--- config.mk ---
export PLATFORM = sky130hd
export DESIGN_NAME = lane_byte_shifter
export DESIGN_NICKNAME = d
export VERILOG_FILES = /design/src/rtl/lbs_pkg.sv /design/src/rtl/lbs_count_split.sv /design/src/rtl/lbs_lane_shift.sv /design/src/rtl/lbs_result_stage.sv /design/src/rtl/lane_byte_shifter.sv
export SDC_FILE = /design/constraint.sdc
export NUM_CORES = 2
export LEC_CHECK = 0
export ABC_AREA = 1
export ABC_CLOCK_PERIOD_IN_PS = 1600
export CELL_PAD_IN_SITES_DETAIL_PLACEMENT = 1
export CELL_PAD_IN_SITES_GLOBAL_PLACEMENT = 1
export CORE_MARGIN = 1
export CORE_UTILIZATION = 32
export CTS_BUF_LIST = sky130_fd_sc_hd__clkbuf_16
export DETAILED_ROUTE_END_ITERATION = 7
export PLACE_DENSITY_LB_ADDON = 0.1
export SKIP_CTS_REPAIR_TIMING = 1
export SLEW_MARGIN = 20
export SYNTH_ARGS = -nofsm -noshare
export SYNTH_HDL_FRONTEND = slang
export SYNTH_HIERARCHICAL = 1
export SYNTH_SLANG_ARGS = --single-unit
--- constraint.sdc ---
create_clock -name clk -period 1.6 [get_ports clk]
set_input_delay 0.16 -clock clk [delete_from_list [all_inputs] [get_ports clk]]
set_output_delay 0.16 -clock clk [all_outputs]
set_load 0.005 [all_outputs]
--- src/rtl/lbs_pkg.sv ---
// Package: shared constants and the direction encoding for the lane byte shifter.
// Assumes: byte width is fixed at eight bits for every lane.
package lbs_pkg;

    localparam int BYTE_W = 8;

    // Direction encoding carried on in_dir.
    typedef enum logic {
        TOWARD_HIGH = 1'b0,
        TOWARD_LOW  = 1'b1
    } lbs_dir_e;

endpackage

--- src/rtl/lbs_count_split.sv ---
// Module: splits the unsigned byte count into the in-lane shift amount and an
// oversize flag. Assumes CNT_W is larger than SEL_W. Any set bit above the
// in-lane field means the count reaches or exceeds one lane width.
module lbs_count_split #(
    parameter int CNT_W = 8,
    parameter int SEL_W = 4
) (
    input  logic [CNT_W-1:0] count,
    output logic [SEL_W-1:0] amt,
    output logic             oversize
);

    localparam int HI_W = CNT_W - SEL_W;

    logic [HI_W-1:0] hi_bits;

    // Split the count into its in-lane part and its overflow part.
    always_comb begin
        amt      = count[SEL_W-1:0];
        hi_bits  = count[CNT_W-1:SEL_W];
        oversize = |hi_bits;
    end

endmodule

--- src/rtl/lbs_lane_shift.sv ---
// Module: byte shifter for one lane, built as a logarithmic chain of stages.
// Stage s moves the lane by 2**s bytes when bit s of amt is set. Bytes that
// leave the lane are lost and zero bytes enter. Assumes LANE_BYTES is a power
// of two and that amt has $clog2(LANE_BYTES) bits.
module lbs_lane_shift
    import lbs_pkg::*;
#(
    parameter int LANE_BYTES = 16,
    parameter int SEL_W      = 4
) (
    input  logic [LANE_BYTES*8-1:0] lane_in,
    input  logic [SEL_W-1:0]        amt,
    input  logic                    dir,
    input  logic                    kill,
    output logic [LANE_BYTES*8-1:0] lane_out
);

    localparam int LANE_W = LANE_BYTES * BYTE_W;

    logic [LANE_W-1:0] stage [0:SEL_W];
    lbs_dir_e          dir_e;

    // Decode the direction into the package enum.
    always_comb begin
        dir_e = lbs_dir_e'(dir);
    end

    // Stage 0 is the raw lane.
    always_comb begin
        stage[0] = lane_in;
    end

    genvar s;
    generate
        for (s = 0; s < SEL_W; s++) begin : g_stage
            localparam int STEP_BITS = (1 << s) * BYTE_W;
            // Move the lane by 2**s bytes when this amount bit is set.
            always_comb begin
                if (!amt[s]) begin
                    stage[s+1] = stage[s];
                end else if (dir_e == TOWARD_HIGH) begin
                    stage[s+1] = stage[s] << STEP_BITS;
                end else begin
                    stage[s+1] = stage[s] >> STEP_BITS;
                end
            end
        end
    endgenerate

    // Force the lane to zero for an oversize count.
    always_comb begin
        lane_out = kill ? '0 : stage[SEL_W];
    end

endmodule

--- src/rtl/lbs_result_stage.sv ---
// Module: input handshake and the output register. It accepts an operand when
// valid meets ready, captures the shifted vector and raises out_valid for one
// cycle. Ready is held low in reset and is high afterwards. Assumes the shifted
// vector is already stable when the operand is offered.
module lbs_result_stage #(
    parameter int VEC_W = 256
) (
    input  logic             clk,
    input  logic             rst_n,
    input  logic             in_valid,
    input  logic [VEC_W-1:0] shifted,
    output logic             in_ready,
    output logic             out_valid,
    output logic [VEC_W-1:0] out_data
);

    logic             ready_q;
    logic             valid_q;
    logic [VEC_W-1:0] data_q;
    logic             take;

    // Accept an operand when both sides of the handshake agree.
    always_comb begin
        take = in_valid & ready_q;
    end

    // Ready comes up on the first edge out of reset.
    always_ff @(posedge clk) begin
        if (!rst_n) ready_q <= 1'b0;
        else        ready_q <= 1'b1;
    end

    // Register the result and flag it for one cycle.
    always_ff @(posedge clk) begin
        if (!rst_n) begin
            valid_q <= 1'b0;
            data_q  <= '0;
        end else begin
            valid_q <= take;
            if (take) data_q <= shifted;
        end
    end

    // Drive the outputs from the registers.
    always_comb begin
        in_ready  = ready_q;
        out_valid = valid_q;
        out_data  = data_q;
    end

    // reset clears the outputs and drops ready.
    p_reset_clears_r1: assert property (@(posedge clk)
        !rst_n |=> (!out_valid && out_data == '0 && !in_ready));

    // an accepted operand yields out_valid on the next cycle.
    p_valid_after_accept_r2: assert property (@(posedge clk) disable iff (!rst_n)
        (in_valid && in_ready) |=> out_valid);

    // no acceptance means no valid on the next cycle.
    p_no_valid_idle_r2: assert property (@(posedge clk) disable iff (!rst_n)
        !(in_valid && in_ready) |=> !out_valid);

    // the result is held while nothing is accepted.
    p_hold_idle_r8: assert property (@(posedge clk) disable iff (!rst_n)
        !(in_valid && in_ready) |=> $stable(out_data));

endmodule

--- src/rtl/lane_byte_shifter.sv ---
// Module: top of the lane-confined byte shifter. It splits the count, runs one
// shift chain per lane and registers the joined result. Assumes LANE_BYTES is a
// power of two and CNT_W is wider than the in-lane amount field.
module lane_byte_shifter
    import lbs_pkg::*;
#(
    parameter int LANE_BYTES = 16,
    parameter int NUM_LANES  = 2,
    parameter int CNT_W      = 8
) (
    input  logic                               clk,
    input  logic                               rst_n,
    input  logic                               in_valid,
    output logic                               in_ready,
    input  logic [LANE_BYTES*NUM_LANES*8-1:0]  in_data,
    input  logic [CNT_W-1:0]                   in_count,
    input  logic                               in_dir,
    output logic                               out_valid,
    output logic [LANE_BYTES*NUM_LANES*8-1:0]  out_data
);

    localparam int LANE_W = LANE_BYTES * BYTE_W;
    localparam int VEC_W  = LANE_W * NUM_LANES;
    localparam int SEL_W  = $clog2(LANE_BYTES);
    localparam int TOP_LO = LANE_W - BYTE_W;

    logic [SEL_W-1:0] amt;
    logic             oversize;
    logic [VEC_W-1:0] shifted;

    lbs_count_split #(
        .CNT_W (CNT_W),
        .SEL_W (SEL_W)
    ) u_split (
        .count    (in_count),
        .amt      (amt),
        .oversize (oversize)
    );

    genvar l;
    generate
        for (l = 0; l < NUM_LANES; l++) begin : g_lane
            lbs_lane_shift #(
                .LANE_BYTES (LANE_BYTES),
                .SEL_W      (SEL_W)
            ) u_lane (
                .lane_in  (in_data[l*LANE_W +: LANE_W]),
                .amt      (amt),
                .dir      (in_dir),
                .kill     (oversize),
                .lane_out (shifted[l*LANE_W +: LANE_W])
            );

            // after a shift toward higher bytes, the lane's byte 0 is zero.
            p_left_fill_r3: assert property (@(posedge clk) disable iff (!rst_n)
                (in_valid && in_ready && in_dir == TOWARD_HIGH && in_count != '0)
                |=> out_data[l*LANE_W +: BYTE_W] == '0);

            // after a shift toward lower bytes, the lane's top byte is zero.
            p_right_fill_r4: assert property (@(posedge clk) disable iff (!rst_n)
                (in_valid && in_ready && in_dir == TOWARD_LOW && in_count != '0)
                |=> out_data[l*LANE_W + TOP_LO +: BYTE_W] == '0);

            // the byte at the lane seam never takes its neighbour's byte.
            p_seam_r5: assert property (@(posedge clk) disable iff (!rst_n)
                (in_valid && in_ready && in_count == CNT_W'(1) &&
                 in_data[l*LANE_W +: LANE_W] == '0)
                |=> out_data[l*LANE_W +: LANE_W] == '0);
        end
    endgenerate

    lbs_result_stage #(
        .VEC_W (VEC_W)
    ) u_out (
        .clk       (clk),
        .rst_n     (rst_n),
        .in_valid  (in_valid),
        .shifted   (shifted),
        .in_ready  (in_ready),
        .out_valid (out_valid),
        .out_data  (out_data)
    );

    // an oversize count empties the whole vector.
    p_oversize_zero_r6: assert property (@(posedge clk) disable iff (!rst_n)
        (in_valid && in_ready && in_count >= CNT_W'(LANE_BYTES))
        |=> out_data == '0);

    // a zero count passes the operand through.
    p_zero_pass_r7: assert property (@(posedge clk) disable iff (!rst_n)
        (in_valid && in_ready && in_count == '0)
        |=> out_data == $past(in_data));

    // counts with a clear in-lane field but a high bit set are not wrapped.
    p_no_wrap_r9: assert property (@(posedge clk) disable iff (!rst_n)
        (in_valid && in_ready && in_count[SEL_W-1:0] == '0 && in_count != '0)
        |=> out_data == '0);

endmodule

Yosys cells after proc, flatten, opt, wreduce, memory -nomap -nowiden --
Index checks and enable logic that the tools add are counted.
Storage, ports and cells: output and inout bits 258, flip-flop bits (word level) 258, input bits 268
Cells by class: bitwise operators 1, muxes and demuxes 19, reduce and logical (&&, ||, !) cells 1
Operators with widths (count):
- two-way mux 128 bit | 18
- OR reduction 4 bit | 1
- bitwise AND 1 bit | 1
- two-way mux 1 bit | 1

Longest topological paths before layout --
depth after elaboration 9, gate-level depth with buffers 14, gate-level depth less buffers 12

By module --
Netlist, hierarchy kept.
Modules (own cells, without submodules):
- lbs_lane_shift | times used 2, sequential area each 0.0 µm², cells an instance 2058, area each 9158.8 µm²
- lbs_result_stage | times used 1, sequential area each 5165.0 µm², cells an instance 1626, area each 10627.7 µm²
- lbs_count_split | times used 1, sequential area each 0.0 µm², cells an instance 7, area each 41.3 µm²

Worst setup path before layout --
Ideal clock, no wire load.
path kind in2reg, start point input port in_count[0], end point register u_out.data_q[119], in the netlist u_out/out_data[119], setup time 0.113 ns, buffers on the path 3, slack -0.047 ns, arrival time 1.534 ns, stages on the path 12, required time 1.487 ns, path through buf_4 -> buf_4 -> clkbuf_1 -> or2_2 -> nand2_1 -> nor2_1 -> o21ai_0 -> nand2_1 -> o21ai_0 -> nor2_1 -> nor2_1 -> nor2_1
On the way: longest elaborated chain between the ends 8
RTL lines:
- start: declaration | line lane_byte_shifter.sv:16 | input logic [CNT_W-1:0] in_count,
- two-way mux 128 bit (*) | line lbs_lane_shift.sv:39 | if (!amt[s]) begin
- two-way mux 128 bit | line lbs_lane_shift.sv:41 | end else if (dir_e == TOWARD_HIGH) begin
- two-way mux 128 bit (*) | line lbs_lane_shift.sv:39
- two-way mux 128 bit | line lbs_lane_shift.sv:41
- two-way mux 128 bit (*) | line lbs_lane_shift.sv:39
- two-way mux 128 bit | line lbs_lane_shift.sv:41
- two-way mux 128 bit (*) | line lbs_lane_shift.sv:39
- two-way mux 128 bit (*) | line lbs_lane_shift.sv:52 | lane_out = kill ? '0 : stage[SEL_W];
- named net shifted[119] | line lane_byte_shifter.sv:29 | logic [VEC_W-1:0] shifted;
- end signal: assignment | line lbs_result_stage.sv:40 | if (take) data_q <= shifted;
- end: declaration | line lbs_result_stage.sv:19 | logic [VEC_W-1:0] data_q;
The timed path passes the listed nets; every way through them passes the cells marked *. A chain may end at the register's enable or synchronous reset.

Worst setup path after layout --
start point input port in_count[0], end point register u_out.data_q[57], in the netlist u_out/out_data[57]
Same word-level chain as after synthesis.

==> flow_summary_export.csv <==
group,metric,value,unit
final_layout,syn_to_final_growth,58.6,%
worst_setup_path,crit_chain,"buf_16, buf_16, clkinvlp_4, nor2_2, inv_1, buf_4, o21ai_2, nand2_1, nand2_1, nand2_1, nand2_1, nand2_1, a21oi_2, nor2_1, nor2_1",
clocking,clkSinkCount,258,
worst_setup_path,max_stage_delay,230,ps
worst_setup_path,cp_slowest_cell,"nand2_1",
worst_setup_path,r2r-end,"u_out/out_data[155]",
routing,wl,204,mm
sta,drv_slew,0,
worst_setup_path,path_delay_family,"simple AND/OR/NAND/NOR gates",
worst_setup_path,crit_end,"u_out/out_data[57]",
sta,finalHoldViolations,0,
placed_design,pre_cts_ws,-1160,ps
routing,viasPerCell,5.49,
sta,relSlewSlack,0.714,
global_routing,overflow,0,
global_routing,grt_usage,0.418,
sta,setup_violations,14,
worst_setup_path,crit_buf_inv,5,
floorplan,fp.dieW,303,um
final_layout,fin_cells,7905,
floorplan,dieHeight,303,um
final_layout,drive_gt1_frac,0.229,
routing,dr.pass1.iters,5,
global_routing,grt_pass1_wl,283,mm
synth,syn_area,0.0290,sq mm
worst_setup_path,worstReg2RegStart,"u_out/in_ready",
worst_setup_path,r2r_cells,6,
final_layout,diodes,0,
synth,ys_seq_elements,258,
sta,skew,25.8,ps
synth,syn_area_per_cell,5.04,sq um
worst_setup_path,path_max_fanout,6,
routing,wl_per_cell,25.8,um
power,total_power,27.2,mW
placed_design,dp.cells,7822,
worst_setup_path,arrival,2170,ps
final_layout,utilization,0.511,
worst_setup_path,start_kind,"primary input",
routing,drc,0,
routing,num_vias,43400,
clocking,cts_max_level,1,
sta,max_freq,598,MHz
floorplan,start_util,0.323,
worst_setup_path,startpoint,"in_count[0]",
synth,netlist-cell-type-count,24,
final_layout,fin_nets,6981,
clocking,clk_latency,590,ps
routing,antenna_left,0,
sta,layout_min_cycle_time,1670,ps
sta,max_slew.worst_pin.slew,429,ps
sta,setup_slack,-73.3,ps
synth,seq_area_frac_synth,0.178,
floorplan,fp.dieArea,0.0918,sq mm
sta,grt_setup_unrepaired,"true",
worst_setup_path,crit_top_cell,"nand2_1",
placed_design,portBuffers,525,
worst_setup_path,cp_data_required_time,2100,ps
floorplan,rows,110,
power,p_per_area,591,mW/mm^2
global_routing,grt_pass1_vias,43800,
synth,ys_warn_count,6,
outcome,outcome,"finished, violations left",
worst_setup_path,end_kind,"flip-flop",
worst_setup_path,worst-path-stages,15,
global_routing,grt_max_degree,57,
global_routing,antenna_found_initial,4,
synth,syn_nets,6017,
clocking,cts_root_buf,"clkbuf_16",
clocking,cts_buffers,27,
clocking,cts_tree,"yes",
clocking,cts.clk_slew.worst_paths,80,ps
power,vdd_ir_drop_max,0.783,mV
sta,holdWs,325,ps
power,leakage,27.3,nW
worst_setup_path,crit_type,"primary input to flip-flop",
floorplan,io_pins,526,
sta,min_period_over_period,1.05,
outcome,violations,"setup timing",
placed_design,place_congestion,1.06,
routing,drt_iter0_drc,3416,
floorplan,core-area,0.0899,sq mm
clocking,clk_path_buf_depth,3,
synth,syn_inst,5749,
worst_setup_path,ff2ff_setup_slack,310,ps
worst_hold_path,min_path_type,"primary input to flip-flop",
flow_run,max_cap_viol_count,0,
placed_design,hpwl,162,mm
## synth_stat cells
cell type / n / area share
clkbuf_2: 2 / 0.00035
nand4_1: 18 / 0.0039
o21ai_1: 24 / 0.0041
clkbuf_1: 156 / 0.020
nor2_1: 799 / 0.10
nor2_4: 2 / 0.00078
buf_2: 166 / 0.029
buf_6: 35 / 0.014
or2_2: 196 / 0.042
o211a_1: 16 / 0.0055
dfxtp_1: 258 / 0.18
buf_4: 39 / 0.010
nor2_2: 6 / 0.0013
inv_1: 315 / 0.041
buf_1: 22 / 0.0028
inv_2: 6 / 0.00078
o21bai_1: 14 / 0.0036
clkbuf_4: 1 / 0.00026
nand2_1: 2211 / 0.29
a31oi_1: 2 / 0.00043
a21oi_1: 132 / 0.023
o21ai_0: 126 / 0.022
nand2_4: 1 / 0.00039
nand3_1: 1202 / 0.21
## placed cells by master, fill, tap and decap left out, drive strengths merged
cell type      count
clkinv            10
dfxtp            258
clkbuf            45
dlymetal6s2s     329
a21oi            132
o211a             16
nand3           1202
nand2           2212
bufinv             1
a31oi              2
clkdlybuf4s50    191
inv              324
dlygate4sd3        1
or2              196
nor2             807
o21ai            150
buf              817
o21bai            14
clkinvlp           4
nand4             18
## where the power goes
part	total [mW]	internal (mW)	switching [mW]
clock	6.13	3.20	2.93
combinational	13.9	5.61	8.30
sequential	7.13	6.82	0.318
total	27.2	15.6	11.5
## per-stage QoR
| stage | TNS [ps] | instance area (sq um) |
|---|---|---|
| finish | -435 | 46000 |
| global route | -1720 | 46000 |
| CTS | -88870 | 42500 |
| detailed placement | -227720 | 41700 |
| global placement | -219890 | 41700 |
| floorplan | 0 | 29200 |
## sequential cells by signal, summed over array words and instances (netlist names)
register and flops:
u_out/out_data 256, u_out/out_valid 1, u_out/in_ready 1
## worst min path at each step
stage,startpoint,endpoint,slack (ps),cells past startpoint
floorplan,rst_n,u_out/in_ready,190,0
global placement,u_out/out_data[143],u_out/out_data[143],500,4
detailed placement,u_out/out_data[17],u_out/out_data[17],510,4
CTS,rst_n,u_out/out_data[230],-90,3
global route,in_count[3],u_out/out_data[244],330,6
finish,in_count[3],u_out/out_data[244],330,6
## cell type report
cell class	instances	area [sq um]
Fill cell	12300	43900
Multi-Input combinational cell	4749	22200
Timing Repair Buffer	1356	14900
Sequential cell	258	5330
Tap cell	1176	1470
Inverter	321	1240
Clock buffer	27	676
Clock inverter	18	113
## routing by layer
| metal | track usage | wire length, um | part of all wire |
|---|---|---|---|
| met2 | 0.732 | 97500 | 0.48 |
| met5 | 0 | 47 | 0.00023 |
| met4 | 0.418 | 24400 | 0.12 |
| met3 | 0.0609 | 10500 | 0.051 |
| met1 | 0.419 | 71700 | 0.35 |
## cell families after synthesis
group                  synth area share
and+or+nand+nor                   0.646
buffers and inverters             0.118
AOI/OAI and AO/OA                0.0583
DFF                               0.178
## worst reg2reg max path: cells and delay by family, from the launching register on
family	cells	cell delay (ps)
buffers and inverters	2	480
flip-flops	1	360
AND/OR/NAND/NOR	4	380
Note: power is estimated with default switching activity, not from simulation.
